`src/rtl/tick_wdog_pkg.sv`:
```
package tick_wdog_pkg;

    // divide-by-four watchdog stage
    localparam int unsigned WD_STAGE_W = 2;

    // one on/off/clear strobe group
    typedef struct packed {
        logic on;
        logic off;
        logic clr;
    } ctl_cmd_t;

    // registered enable set
    typedef struct packed {
        logic tmr;
        logic wdt;
        logic irq;
    } en_set_t;

    // off has priority over on
    function automatic logic next_enable(input logic cur, input ctl_cmd_t c);
        return c.off ? 1'b0 : (c.on ? 1'b1 : cur);
    endfunction

endpackage

```
`src/rtl/tick_wdog_chain.sv`:
```
module tick_wdog_chain #(
    parameter int unsigned PRE_W = 8,
    parameter int unsigned SEL_W = 3
) (
    input  logic             clk,
    input  logic             rst,
    input  logic             tick_en,
    input  logic             clr,
    input  logic [SEL_W-1:0] act_sel,
    output logic             wave,
    output logic             period_done,
    output logic             pre_wrap
);
    localparam int unsigned NCODE   = 1 << SEL_W;
    localparam int unsigned CHAIN_W = PRE_W + NCODE - 1;
    localparam int unsigned IDX_W   = $clog2(CHAIN_W);

    logic [CHAIN_W-1:0] chain_q;
    logic [CHAIN_W-1:0] low_mask;
    logic [IDX_W-1:0]   tap_idx;

    always_ff @(posedge clk) begin
        if (rst || clr) begin
            chain_q <= '0;
        end else if (tick_en) begin
            chain_q <= chain_q + 1'b1;
        end
    end

    always_comb begin
        tap_idx     = IDX_W'(CHAIN_W - 1) - IDX_W'(act_sel);
        low_mask    = {CHAIN_W{1'b1}} >> act_sel;
        wave        = chain_q[tap_idx];
        period_done = tick_en && ((chain_q & low_mask) == low_mask);
        pre_wrap    = tick_en && (&chain_q[PRE_W-1:0]);
    end

    AST_CLR_EMPTIES_CHAIN: assert property (@(posedge clk) disable iff (rst)
        clr |=> (chain_q == '0));

    AST_HOLD_WITHOUT_TICK: assert property (@(posedge clk) disable iff (rst)
        (!tick_en && !clr) |=> $stable(chain_q));

endmodule

```
`src/rtl/tick_wdog_sel.sv`:
```
module tick_wdog_sel #(
    parameter int unsigned SEL_W = 3
) (
    input  logic             clk,
    input  logic             rst,
    input  logic             sel_we,
    input  logic [SEL_W-1:0] sel_code,
    input  logic             pre_wrap,
    output logic [SEL_W-1:0] act_sel
);
    logic [SEL_W-1:0] pend_q;
    logic [SEL_W-1:0] act_q;

    always_ff @(posedge clk) begin
        if (rst) begin
            pend_q <= '0;
            act_q  <= '0;
        end else begin
            if (sel_we) begin
                pend_q <= sel_code;
            end
            if (pre_wrap) begin
                act_q <= pend_q;
            end
        end
    end

    assign act_sel = act_q;

    AST_SEL_ONLY_AT_WRAP: assert property (@(posedge clk) disable iff (rst)
        !$stable(act_q) |-> $past(pre_wrap));

endmodule

```
`src/rtl/tick_wdog_watch.sv`:
```
module tick_wdog_watch
    import tick_wdog_pkg::*;
(
    input  logic clk,
    input  logic rst,
    input  logic wdt_en,
    input  logic clr,
    input  logic release_req,
    input  logic period_done,
    output logic flag
);
    logic [WD_STAGE_W-1:0] stage_q;
    logic                  flag_q;
    logic                  count_ev;

    assign count_ev = wdt_en && period_done;

    always_ff @(posedge clk) begin
        if (rst) begin
            stage_q <= '0;
            flag_q  <= 1'b0;
        end else begin
            if (clr) begin
                stage_q <= '0;
            end else if (count_ev) begin
                stage_q <= stage_q + 1'b1;
            end
            if (clr || release_req) begin
                flag_q <= 1'b0;
            end else if (count_ev && (&stage_q)) begin
                flag_q <= 1'b1;
            end
        end
    end

    assign flag = flag_q;

    AST_FLAG_STICKY: assert property (@(posedge clk) disable iff (rst)
        (flag_q && !clr && !release_req) |=> flag_q);

    AST_FLAG_NEEDS_WDT: assert property (@(posedge clk) disable iff (rst)
        $rose(flag_q) |-> $past(wdt_en));

    AST_CLEAR_BEATS_TIMEOUT: assert property (@(posedge clk) disable iff (rst)
        clr |=> !flag_q);

endmodule

```
`src/rtl/tick_wdog_ctrl.sv`:
```
module tick_wdog_ctrl
    import tick_wdog_pkg::*;
(
    input  logic     clk,
    input  logic     rst,
    input  ctl_cmd_t tmr_cmd,
    input  ctl_cmd_t wdt_cmd,
    input  ctl_cmd_t irq_cmd,
    output en_set_t  en
);
    en_set_t en_q;

    always_ff @(posedge clk) begin
        if (rst) begin
            en_q <= '0;
        end else begin
            en_q.tmr <= next_enable(en_q.tmr, tmr_cmd);
            en_q.wdt <= next_enable(en_q.wdt, wdt_cmd);
            en_q.irq <= next_enable(en_q.irq, irq_cmd);
        end
    end

    assign en = en_q;

    AST_TMR_OFF_WINS: assert property (@(posedge clk) disable iff (rst)
        tmr_cmd.off |=> !en_q.tmr);

    AST_WDT_OFF_WINS: assert property (@(posedge clk) disable iff (rst)
        wdt_cmd.off |=> !en_q.wdt);

    AST_IRQ_KEEPS_WITHOUT_STROBE: assert property (@(posedge clk) disable iff (rst)
        (!irq_cmd.on && !irq_cmd.off) |=> $stable(en_q.irq));

endmodule

```
`src/rtl/tick_wdog.sv`:
```
module tick_wdog
    import tick_wdog_pkg::*;
#(
    parameter int unsigned PRE_W = 8,
    parameter int unsigned SEL_W = 3
) (
    input  logic             clk,
    input  logic             rst,
    input  logic             tick_en,
    input  logic             tmr_on,
    input  logic             tmr_off,
    input  logic             tmr_clr,
    input  logic             wdt_on,
    input  logic             wdt_off,
    input  logic             wdt_clr,
    input  logic             irq_on,
    input  logic             irq_off,
    input  logic             sel_we,
    input  logic [SEL_W-1:0] sel_code,
    output logic             irq_pull_low
);
    ctl_cmd_t         tmr_cmd;
    ctl_cmd_t         wdt_cmd;
    ctl_cmd_t         irq_cmd;
    en_set_t          en;
    logic [SEL_W-1:0] act_sel;
    logic             wave;
    logic             period_done;
    logic             pre_wrap;
    logic             wd_flag;

    assign tmr_cmd = '{on: tmr_on, off: tmr_off, clr: tmr_clr};
    assign wdt_cmd = '{on: wdt_on, off: wdt_off, clr: wdt_clr};
    assign irq_cmd = '{on: irq_on, off: irq_off, clr: 1'b0};

    tick_wdog_ctrl u_ctrl (
        .clk     (clk),
        .rst     (rst),
        .tmr_cmd (tmr_cmd),
        .wdt_cmd (wdt_cmd),
        .irq_cmd (irq_cmd),
        .en      (en)
    );

    tick_wdog_sel #(.SEL_W(SEL_W)) u_sel (
        .clk      (clk),
        .rst      (rst),
        .sel_we   (sel_we),
        .sel_code (sel_code),
        .pre_wrap (pre_wrap),
        .act_sel  (act_sel)
    );

    tick_wdog_chain #(.PRE_W(PRE_W), .SEL_W(SEL_W)) u_chain (
        .clk         (clk),
        .rst         (rst),
        .tick_en     (tick_en),
        .clr         (tmr_cmd.clr),
        .act_sel     (act_sel),
        .wave        (wave),
        .period_done (period_done),
        .pre_wrap    (pre_wrap)
    );

    tick_wdog_watch u_watch (
        .clk         (clk),
        .rst         (rst),
        .wdt_en      (en.wdt),
        .clr         (wdt_cmd.clr),
        .release_req (irq_cmd.off),
        .period_done (period_done),
        .flag        (wd_flag)
    );

    // flag takes priority over the time-base wave
    assign irq_pull_low = en.irq && (wd_flag || (en.tmr && wave));

    AST_IRQ_OFF_QUIET: assert property (@(posedge clk) disable iff (rst)
        irq_off |=> !irq_pull_low);

    AST_RESET_QUIET: assert property (@(posedge clk) disable iff (rst)
        $past(rst) |-> !irq_pull_low);

endmodule

```
`config.mk`:
```
export PLATFORM = sky130hd
export DESIGN_NAME = tick_wdog
export DESIGN_NICKNAME = d
export VERILOG_FILES = /design/src/rtl/tick_wdog_pkg.sv /design/src/rtl/tick_wdog_chain.sv /design/src/rtl/tick_wdog_sel.sv /design/src/rtl/tick_wdog_watch.sv /design/src/rtl/tick_wdog_ctrl.sv /design/src/rtl/tick_wdog.sv
export SDC_FILE = /design/constraint.sdc
export NUM_CORES = 1
export LEC_CHECK = 0
export BUFFER_PORTS_ARGS = -buffer_cell sky130_fd_sc_hd__buf_2
export CORE_ASPECT_RATIO = 1.4
export CORE_MARGIN = 3
export CORE_UTILIZATION = 35
export DETAILED_ROUTE_END_ITERATION = 10
export PLACE_DENSITY = 0.52
export SLEW_MARGIN = 20
export SYNTH_ARGS = -nofsm -noshare
export SYNTH_HDL_FRONTEND = slang
export SYNTH_SLANG_ARGS = --single-unit
```
`constraint.sdc`:
```
create_clock -name clk -period 5.2 [get_ports clk]
set_input_delay 0.52 -clock clk [delete_from_list [all_inputs] [get_ports clk]]
set_output_delay 0.52 -clock clk [all_outputs]
set_load 0.05 [all_outputs]
```
==> results of run 1 <==
-- worst min path at each step --
stage	startpoint	end	slack, ps	cells past startpoint
final	wdt_off	u_ctrl.en[1]	390	2
after global placement	u_watch.stage_q[1]	u_watch.stage_q[1]	450	2
after detailed placement	u_watch.stage_q[0]	u_watch.stage_q[0]	470	2
after CTS	wdt_off	u_ctrl.en[1]	390	2
after floorplan	u_watch.stage_q[1]	u_watch.stage_q[1]	440	2
after global routing	tmr_off	u_ctrl.en[2]	380	2
-- per-layer routing --
| metal | track usage [%] | vias to the layer above |
|---|---|---|
| li1 | - | 562 |
| met1 | 16.4 | 524 |
| met2 | 26.6 | 16 |
| met3 | 1.94 | 4 |
| met4 | 6.96 | 0 |
| met5 | 0 | - |
-- synthesized netlist by cell type (2+ instances only) --
| cell | instances | area (sq um) |
|---|---|---|
| dfxtp_1 | 27 | 541 |
| nor2_1 | 21 | 78.8 |
| nand2_1 | 11 | 41.3 |
| mux2i_1 | 9 | 90.1 |
| ha_1 | 6 | 75.1 |
| inv_1 | 6 | 22.5 |
| xor2_1 | 6 | 52.6 |
| a21oi_1 | 5 | 25.0 |
| nand3_1 | 5 | 25.0 |
| o21ai_0 | 5 | 25.0 |
| or3_1 | 5 | 31.3 |
| nand4_1 | 4 | 25.0 |
| nor3_1 | 4 | 20.0 |
| xnor2_1 | 3 | 26.3 |
| a311oi_1 | 2 | 17.5 |
| and4_1 | 2 | 17.5 |
| clkbuf_1 | 2 | 7.51 |
| mux2_1 | 2 | 22.5 |
| nor2b_1 | 2 | 12.5 |
| o211ai_1 | 2 | 15.0 |
-- kinds of logic (layout without fill, tap and decap cells) --
kind of cell / Yosys count / after routing / share of synthesized area (%)
AOI/OAI and AO/OA: 23 / 23 / 11.4
xor gates and xnor gates: 9 / 9 / 5.83
adders and majority gates: 6 / 6 / 5.55
buffers and inverters: 10 / 25 / 3.05
DFF: 27 / 27 / 40.0
muxes: 11 / 11 / 8.33
and+or+nand+nor: 64 / 64 / 25.9
-- cell usage in the layout (no fill, tap or decap), types with 4 or more instances in the layout --
master,instances
a21oi_1,5
buf_2,15
dfxtp_1,27
ha_1,6
inv_1,6
mux2i_1,9
nand2_1,11
nand3_1,5
nand4_1,4
nor2_1,21
nor3_1,4
o21ai_0,5
or3_1,5
xor2_1,6
-- registers in the layout, summed over array words and instances, names as in the netlist --
register	cells
u_ctrl.en	3
u_sel.act_sel	3
u_watch.stage_q	2
u_sel.pend_q	3
u_watch.flag	1
u_chain.chain_q	15
-- layout make-up --
class | instances | area (sq um) | share of cell area (%)
multi-input cells | 113 | 771 | 51.2
flip-flops and latches | 27 | 541 | 35.9
repair buffers | 15 | 75.1 | 4.98
well taps | 42 | 52.6 | 3.49
clock buffers | 4 | 45.0 | 2.99
inverters | 6 | 22.5 | 1.50
-- worst max-delay path, delay by kind of cell, from the launching register on --
family | cells | cell delay [ps]
buf+inv | 2 | 260
mux | 1 | 360
fa+ha+maj | 2 | 610
flops | 1 | 450
compound gates | 3 | 640
-- power groups by stage --
stage                     Clock (uW)  Sequential (uW)  Combinational, uW
after floorplan                    0              216               9.89
after detailed placement           0              217               16.7
final                            119              212               16.4
after global placement             0              217               16.3
after CTS                        124              212               16.8
after global routing             131              212               19.3
-- through the flow --
step	util, %	worst slack [ps]
2_1_floorplan	-	2630
3_3_place_gp	39.8	2520
3_5_place_dp	39.8	2390
6_report	41.0	2100
5_1_grt	41.0	1880
4_1_cts	41.0	2060
==> summary.md, run 1 <==
| Metric | Value |
|---|---|
| Routed wl met3 | 72 um |
| Minimum clock period | between 3000 and 4000 ps |
| Status | finished, final reports clean |
| GR Overflow Total | 0 |
| Sw power | about 75 uW |
| Via density | around 5.3 |
| Crit path from | u_sel.act_sel[0] |
| Core box area | ~3700 sq um |
| Row count | 26 |
| Setup Total Neg Slack | 0 ps |
| Internal power | between 200 and 300 uW |
| Clock tree sinks | 27 |
| CP peak stage delay | 450 ps |
| Share of layout cells above drive strength 1 | 12.7% |
| R2r endpoint | u_watch.stage_q[1] |
| Number of synthesized register bits | 27 |
| Critical Path Fanout Max | 7 |
| Crit Path Category | reg -> out |
| Design Area, Final | approximately 1500 sq um |
| Drt pass-1 iters | 4 |
| Seq/Total Area, Yosys | between 30% and 40% |
| Initial antenna violation count | 0 |
| Maxcap violations | 0 |
| Placed inst area | between 1000 and 1500 sq um |
| Number of synthesized flops with an enable pin | 0 |
| RSZ-0062 raised after global routing | false |
| Synthesized area per cell | approximately 9 sq um |
| Critical path, cell by cell | ha_1 -> inv_1 -> ha_1 -> mux2_1 -> o311ai_1 -> a311oi_1 -> o31a_1 -> buf_2 |
| R2R depth | 5 |
| DR top layer | met4 |
| Total Nets Final | 187 |
| Vias in the first global route | between 1000 and 1500 |
| Post-Route WL | 2920 um |
| Largest net degree at the start of global routing | 16 |
| Critical Path Source Type | register |
| Worst hold slack | just under 400 ps |
| Routability congestion estimate | between 0.8 and 0.9 |
| Tcrit/Tclk final | about three fifths |
| Reg2reg start | u_chain.chain_q[1] |
| DP HPWL | about 2300 um |
| Count of cells resized by post-cts repair | 0 |
| Met2 WL | around 1600 um |
| Clock share of power | between 30% and 40% |
| Worst-margin pin slew | between 500 and 600 ps |
| Cts hold-fix bufs | 0 |
| CTS Buffer Depth | 2 |
| Post-CTS Repair Setup Buffers | 0 |
| Main synth FF type | dfxtp_1 |
| R2R setup slack | about 3400 ps |
| Starting Density | a little under two fifths |
| I/O pin count | 16 |
| Total CTS buffers | 3 |
| Die W | 58.5 um |
| Vias | roughly 1100 |
| Antenna diode count | 0 |
| Total power | ~350 uW |
| Filler cells | around 380 |
| IO Port Bufs | 15 |
| Net Sw Frac | 21.6% |
| DRC | 0 |
| Final ANT Viol Nets | 0 |
| Critical path capture point type | output port |
| # setup viols final | 0 |
| Sequential share of power | 61.0% |
| Yosys warns | 0 |
| Fmax | 0.322 GHz |
| Wire per inst | around 14 um |
| Area Growth Syn to Fin | 11.4% |
| Post-Synthesis Net Count | 171 |
| Total track usage | between 10% and 20% |
| Logic pwr share | under 10% |
| HP Class | in -> reg |
| Crit path top cell by count | ha_1 |
| Slew HR | a little under two thirds |
| CTS H-tree depth | 1 |
| Final instance count without filler cells | just over 200 |
| Root buffer cell | clkbuf_8 |
| Slowest stage cell, crit path | dfxtp_1 |
| Placed Cells | around 200 |
| TritonCTS clock tree | yes |
| Critical Path RT | about 4700 ps |
| Worst path arrival time | roughly 2600 ps |
| Netlist Area Pre-Place | ~1400 sq um |
| First-pass GRT wire length | roughly 5200 um |
| VDD IR max | 0.122 mV |
| Power density cells | between 200 and 250 nW/um^2 |
| Worst-Skew Late Latency | approximately 270 ps |
| Cells after Synth | 150 |
| Worst Skew | around 1.7 ps |
| Yosys cell types | ~40 |
| M1 WL | 1180 um |
| Die height | a little under 80 um |
| Initial DRC Count | 29 |
| Reg clk slew, reported paths | about 90 ps |
| Final Max Slew Viols | 0 |
| Leak Pwr | 0.000600 uW |
| Final hold vios | 0 |
| Crit path capture | irq_pull_low |
| Async S/R FF share, synth | 0% |
| Die ar. | between 4000 and 5000 sq um |
Note: power is estimated with default switching activity, not from simulation.
==> run 2, diff against run 1 <==
==> constraint.sdc (replaced) <==
create_clock -name clk -period 2.9 [get_ports clk]
set_input_delay 0.29 -clock clk [delete_from_list [all_inputs] [get_ports clk]]
set_output_delay 0.29 -clock clk [all_outputs]
set_load 0.05 [all_outputs]
==> run 2 against run 1 <==
Effect of this change:
- flip-flop and latch count did not move
- global-route usage did not move
- register-to-register slack worse by 2300 ps
- clock skew grew 2.3 ps
- critical endpoint unchanged
==> summary.md, run 2 (same netlist as run 1, synthesis figures left out) <==
| Metric | Value |
|---|---|
| Status | finished, final reports clean |
| # setup viols final | 0 (unchanged) |
| Clock tree sinks | 27 (unchanged) |
| Worst Skew | 3.98 ps (+2.27 ps) |
| Total Nets Final | 187 (unchanged) |
| Total CTS buffers | 3 (unchanged) |
| Total power | 622 uW (+79%) |
| Final ANT Viol Nets | 0 (unchanged) |
| Kind of cell adding the most delay to the critical path | compound AO/OA/AOI/OAI gates |
| VDD IR max | 0.213 mV (+75%) |
| Slew HR | 61.1% (-2.7 points) |
| Root buffer cell | clkbuf_8 |
| Core box area | 3680 sq um (unchanged) |
| IO Port Bufs | 15 (unchanged) |
| CP peak stage delay | 390 ps (-60 ps) |
| Commonest non-fill, non-tap cell in the layout | dfxtp_1 |
| Wire per inst | 14.1 um (+0.21%) |
| Post-Route WL | 2920 um (+0.21%) |
| Biggest register | u_chain.chain_q |
| Post-CTS Repair Setup Buffers | 0 (unchanged) |
| R2R setup slack | 1050 ps (-2300 ps) |
| Antenna diode count | 0 (unchanged) |
| Hold Path End | u_ctrl.en[1] |
| Die W | 58.5 um (unchanged) |
| Worst-margin pin slew | 569 ps (+38.9 ps) |
| Initial DRC Count | 16 (-45%) |
| Starting Density | 36.8% (unchanged) |
| First-pass GRT wire length | 5240 um (unchanged) |
| Hold Startpoint | wdt_off |
| TritonCTS clock tree | yes |
| Highest-count cells in the layout ignoring fill and taps | 25 x dfxtp_1, 21 x nor2_1, 15 x buf_2 |
| Critical path, cell by cell | ha_1 -> inv_1 -> ha_2 -> mux2_1 -> o311ai_2 -> a311oi_1 -> o31a_1 -> buf_2 |
| Share of layout cells above drive strength 1 | 15.2% (+2.4 points) |
| I/O pin count | 16 (unchanged) |
| Setup Total Neg Slack | 0 ps (unchanged) |
| Placed Cells | 203 (unchanged) |
| DRC | 0 (unchanged) |
| Crit Path Category | reg -> out |
| Hold Path Stages | 2 (unchanged) |
| Final hold vios | 0 (unchanged) |
| Util after Layout | 41.3% (+0.34 points) |
| Critical path capture point type | output port |
| Drt pass-1 iters | 4 (unchanged) |
| Final Max Slew Viols | 0 (unchanged) |
| Slowest stage cell, crit path | dfxtp_2 |
| Critical Path Fanout Max | 7 (unchanged) |
| Worst-Skew Late Latency | 270 ps (about the same) |
| Largest net degree at the start of global routing | 16 (unchanged) |
| Minimum clock period | ~2700 ps |
| Reg2reg start | u_chain.chain_q[1] |
| Leak Pwr | 0.000601 uW (about the same) |
| R2R depth | 5 (unchanged) |
| Max FFs per register | 15 (unchanged) |
| Die height | 79.6 um (unchanged) |
| Via density | 5.34 (about the same) |
| Routability congestion estimate | 0.862 (unchanged) |
| Final instance count without filler cells | 207 (unchanged) |
| Critical path depth | 8 (unchanged) |
| Maxcap violations | 0 (unchanged) |
| Setup WS pre-CTS | 320 ps (-2070 ps) |
| CP bufs+invs | 2 (unchanged) |
| DP HPWL | 2300 um (unchanged) |
| Worst path arrival time | 2450 ps (-130 ps) |
| Initial antenna violation count | 0 (unchanged) |
| R2r endpoint | u_watch.stage_q[1] |
| Power density cells | 409 nW/um^2 (+78%) |
| CTS H-tree depth | 1 (unchanged) |
| CTS Buffer Depth | 2 (unchanged) |
| Fmax | 0.364 GHz |
| Reg clk slew, reported paths | 90 ps (about the same) |
| GR Overflow Total | 0 (unchanged) |
| Vias in the first global route | 1127 (unchanged) |
| Die ar. | 4660 sq um (unchanged) |
| Critical Path Source Type | register |
| Area Growth Syn to Fin | 12.3% |
| Filler cells | 381 (-0.26%) |
| Row count | 26 (unchanged) |
| Final WS setup | 156 ps (-1940 ps) |
| RSZ-0062 raised after global routing | false |
| Critical Path RT | 2610 ps (-2070 ps) |
| Total track usage | 14.7% (unchanged) |
| Tcrit/Tclk final | a little over nine tenths |
| HP Class | in -> reg |
| Vias | 1105 (-0.090%) |
==> run 2: worst max-delay path by stage <==
stage | slack, ps | end | from
final | 160 | irq_pull_low | u_sel.act_sel[0]
after floorplan | 560 | irq_pull_low | u_sel.act_sel[0]
after CTS | 10 | irq_pull_low | u_sel.act_sel[1]
after global routing | 6 | irq_pull_low | u_sel.act_sel[0]
after detailed placement | 320 | irq_pull_low | u_sel.act_sel[0]
after global placement | 450 | irq_pull_low | u_sel.act_sel[0]
==> run 2: per-stage QoR <==
stage / hold slack [ps] / area (sq um)
2_1_floorplan: 367 / 1350
3_5_place_dp: 455 / 1460
6_report: 163 / 1520
5_1_grt: 154 / 1520
4_1_cts: 156 / 1510
3_3_place_gp: 448 / 1460
==> run 2: repair_timing <==
action,4_1_cts,5_1_grt
hold buffers,0,0
endpoints found under the setup margin,1,1
resized for setup,1,3
pin swaps,0,0
endpoints found under the hold margin,0,0
==> run 2: cell type report <==
class,count,area [sq um],area share [%]
clock buffers,4,45.0,2.97
inverters,6,22.5,1.48
multi-input cells,113,781,51.4
flip-flops and latches,27,543,35.7
well taps,42,52.6,3.46
repair buffers,15,75.1,4.94
==> run 2: routing by layer <==
metal	wire, um	up-vias	GRT usage, %
met5	0	-	0
met4	59	0	6.96
met3	79	4	1.94
met2	1610	16	26.6
met1	1170	524	16.4
li1	-	561	-
==> run 2: report_power, final <==
part	leakage [uW]	internal, uW	switching (uW)	total [uW]
registers	0.000220	376	3.83	380
logic	0.000358	14.2	15.5	29.7
clock network	0.0000228	98.5	114	212
total	0.000601	489	133	622
==> run 3, diff against run 2 <==
--- a/config.mk
+++ b/config.mk
@@ -6,7 +6,6 @@
 export NUM_CORES = 1
 export LEC_CHECK = 0
 export BUFFER_PORTS_ARGS = -buffer_cell sky130_fd_sc_hd__buf_2
-export CORE_ASPECT_RATIO = 1.4
 export CORE_MARGIN = 3
 export CORE_UTILIZATION = 35
 export DETAILED_ROUTE_END_ITERATION = 10
==> constraint.sdc (replaced) <==
create_clock -name clk -period 2.9 [get_ports clk]
set_input_delay 0.145 -clock clk [delete_from_list [all_inputs] [get_ports clk]]
set_output_delay 0.145 -clock clk [all_outputs]
set_load 0.05 [all_outputs]
==> run 3 against run 2 <==
Effect of this change:
- clock-buffer cell count down 1
- worst hold slack worse by 140 ps
- global-route usage shrank 1.3 points
- final area fell by 0.25%
- critical path depth unchanged
- cell count grew 1.9%
- critical endpoint unchanged
- highest routed layer unchanged
==> summary.md, run 3 (same netlist as run 1, synthesis figures left out) <==
| Metric | Value |
|---|---|
| Max FFs per register | 15 (unchanged) |
| Clock tree sinks | 27 (unchanged) |
| Wire per inst | 13.2 um (-6.5%) |
| IO Port Bufs | 15 (unchanged) |
| Final ANT Viol Nets | 0 (unchanged) |
| Root buffer cell | clkbuf_8 |
| Area Growth Syn to Fin | 12.0% |
| Core box area | 3520 sq um (-4.2%) |
| Final hold vios | 0 (unchanged) |
| Fmax | 0.369 GHz (+1.3%) |
| Met1 usage | 19.4% (+3.0 points) |
| Maxcap violations | 0 (unchanged) |
| Final Max Slew Viols | 0 (unchanged) |
| Status | finished, final reports clean |
| Met2 Resource Use GR | 20.6% (-6.0 points) |
| Routability congestion estimate | 0.842 (-2.4%) |
| HP Class | in -> reg |
| Busiest layer in global routing | met2 |
| GRT met3 Usage | 1.97% (+0.029 points) |
| Cts hold-fix bufs | 0 (unchanged) |
| Total power | 628 uW (+1.1%) |
| Count of cells resized by post-cts repair | 0 (-1) |
| Slew HR | 63.4% (+2.3 points) |
| CP peak stage delay | 450 ps (+60 ps) |
| Total track usage | 13.4% (-1.3 points) |
| RSZ-0062 raised after global routing | false |
| Critical Path Source Type | register |
| Power density cells | 415 nW/um^2 (+1.3%) |
| Initial antenna violation count | 0 (unchanged) |
| Slowest stage cell, crit path | dfxtp_1 |
| Critical path capture point type | output port |
| Post-Route WL | 2780 um (-4.7%) |
| Kind of cell adding the most delay to the critical path | compound AO/OA/AOI/OAI gates |
| Post-CTS Repair Setup Buffers | 0 (unchanged) |
| Biggest register | u_chain.chain_q |
| Drt pass-1 iters | 4 (unchanged) |
| I/O pin count | 16 (unchanged) |
| Reg clk slew, reported paths | 90 ps (about the same) |
| Worst Skew | 7.42 ps (+3.44 ps) |
| Vias | 1107 (+0.18%) |
| Leak Pwr | 0.000599 uW (-0.26%) |
| Crit path top cell by count | ha_1 |
| Critical path, cell by cell | ha_1 -> inv_1 -> ha_1 -> mux2_1 -> o311ai_1 -> a311oi_1 -> o31a_1 -> buf_2 |
| Starting Density | 38.4% (+1.6 points) |
| Setup Total Neg Slack | 0 ps (unchanged) |
| Total CTS buffers | 3 (unchanged) |
| First-pass GRT wire length | 4740 um (-9.5%) |
| Highest-count cells in the layout ignoring fill and taps | 27 x dfxtp_1, 21 x nor2_1, 15 x buf_2 |
| Worst-Skew Late Latency | 270 ps (about the same) |
| Largest net degree at the start of global routing | 17 (+1) |
| GR Overflow Total | 0 (unchanged) |
| Share of layout cells above drive strength 1 | 13.3% (-1.8 points) |
| Initial DRC Count | 48 (+32) |
| Critical Path RT | 2760 ps (+150 ps) |
| Total Nets Final | 187 (unchanged) |
| Die height | 68.2 um (-14%) |
| Worst path arrival time | 2560 ps (+110 ps) |
| DP HPWL | 2140 um (-7.0%) |
| Die W | 68.2 um (+16%) |
| TritonCTS clock tree | yes |
| Commonest non-fill, non-tap cell in the layout | dfxtp_1 |
| Crit Path Category | reg -> out |
| Tcrit/Tclk final | 93.4% (-1.2 points) |
| # setup viols final | 0 (unchanged) |
| Row count | 21 (-19%) |
| Die ar. | 4650 sq um (-0.23%) |
| CP bufs+invs | 2 (unchanged) |
| Antenna diode count | 0 (unchanged) |
| VDD IR max | 0.156 mV (-27%) |
| DRC | 0 (unchanged) |
| CTS Buffer Depth | 2 (unchanged) |
| Minimum clock period | 2710 ps (-34.5 ps) |
| Vias in the first global route | 1024 (-9.1%) |
| Worst-margin pin slew | 549 ps (-19.7 ps) |
| Via density | 5.25 (-1.7%) |
| CTS H-tree depth | 1 (unchanged) |
| Critical Path Fanout Max | 7 (unchanged) |
==> run 3: path summary, 6_finish.rpt <==
kind                                          from                 end  slack, ps  cells past startpoint
worst min-delay path                       wdt_off        u_ctrl.en[1]         20                      2
worst max register to register  u_chain.chain_q[1]  u_watch.stage_q[0]       1040                      5
worst max-delay path              u_sel.act_sel[0]        irq_pull_low        190                      8
worst min register to register  u_watch.stage_q[1]  u_watch.stage_q[1]        470                      2
==> run 3: through the flow <==
| stage | setup slack (ps) | util, % | instances | cell area [sq um] | hold WS (ps) |
|---|---|---|---|---|---|
| 2_1_floorplan | 705 | - | 150 | 1350 | 222 |
| 3_3_place_gp | 603 | 41.6 | 207 | 1470 | 305 |
| 3_5_place_dp | 508 | 41.6 | 207 | 1470 | 312 |
| 4_1_cts | 190 | 43.0 | 211 | 1520 | 19.9 |
| 5_1_grt | 72.5 | 43.0 | 211 | 1520 | 16.8 |
| 6_report | 190 | 43.0 | 211 | 1520 | 21.3 |
==> run 3: report_power, final <==
part,leakage [uW],switching (uW),internal [uW]
clock network,0.0000217,121,97.5
logic,0.000359,16.0,14.0
registers,0.000219,3.57,376
total,0.000599,141,487
==> run 3: routing by layer <==
layer,part of all wire (%),routed length (um)
met5,0,0
met4,0.75,21
met3,3.6,100
met2,45,1240
met1,51,1420
==> run 3: worst reg2reg max path, stage by stage (launching register included) <==
cell and delay, ps:
dfxtp_1 390, ha_1 270, nand2_1 140, nor3_4 360
nor4b_4 400, mux2i_1 230
==> run 3: layout make-up <==
| type | count | area (sq um) |
|---|---|---|
| Inverter | 6 | 22.5 |
| Sequential cell | 27 | 541 |
| Multi-Input combinational cell | 113 | 771 |
| Fill cell | 370 | 2010 |
| Clock buffer | 3 | 41.3 |
| Timing Repair Buffer | 15 | 75.1 |
| Clock inverter | 1 | 7.51 |
| Tap cell | 46 | 57.6 |
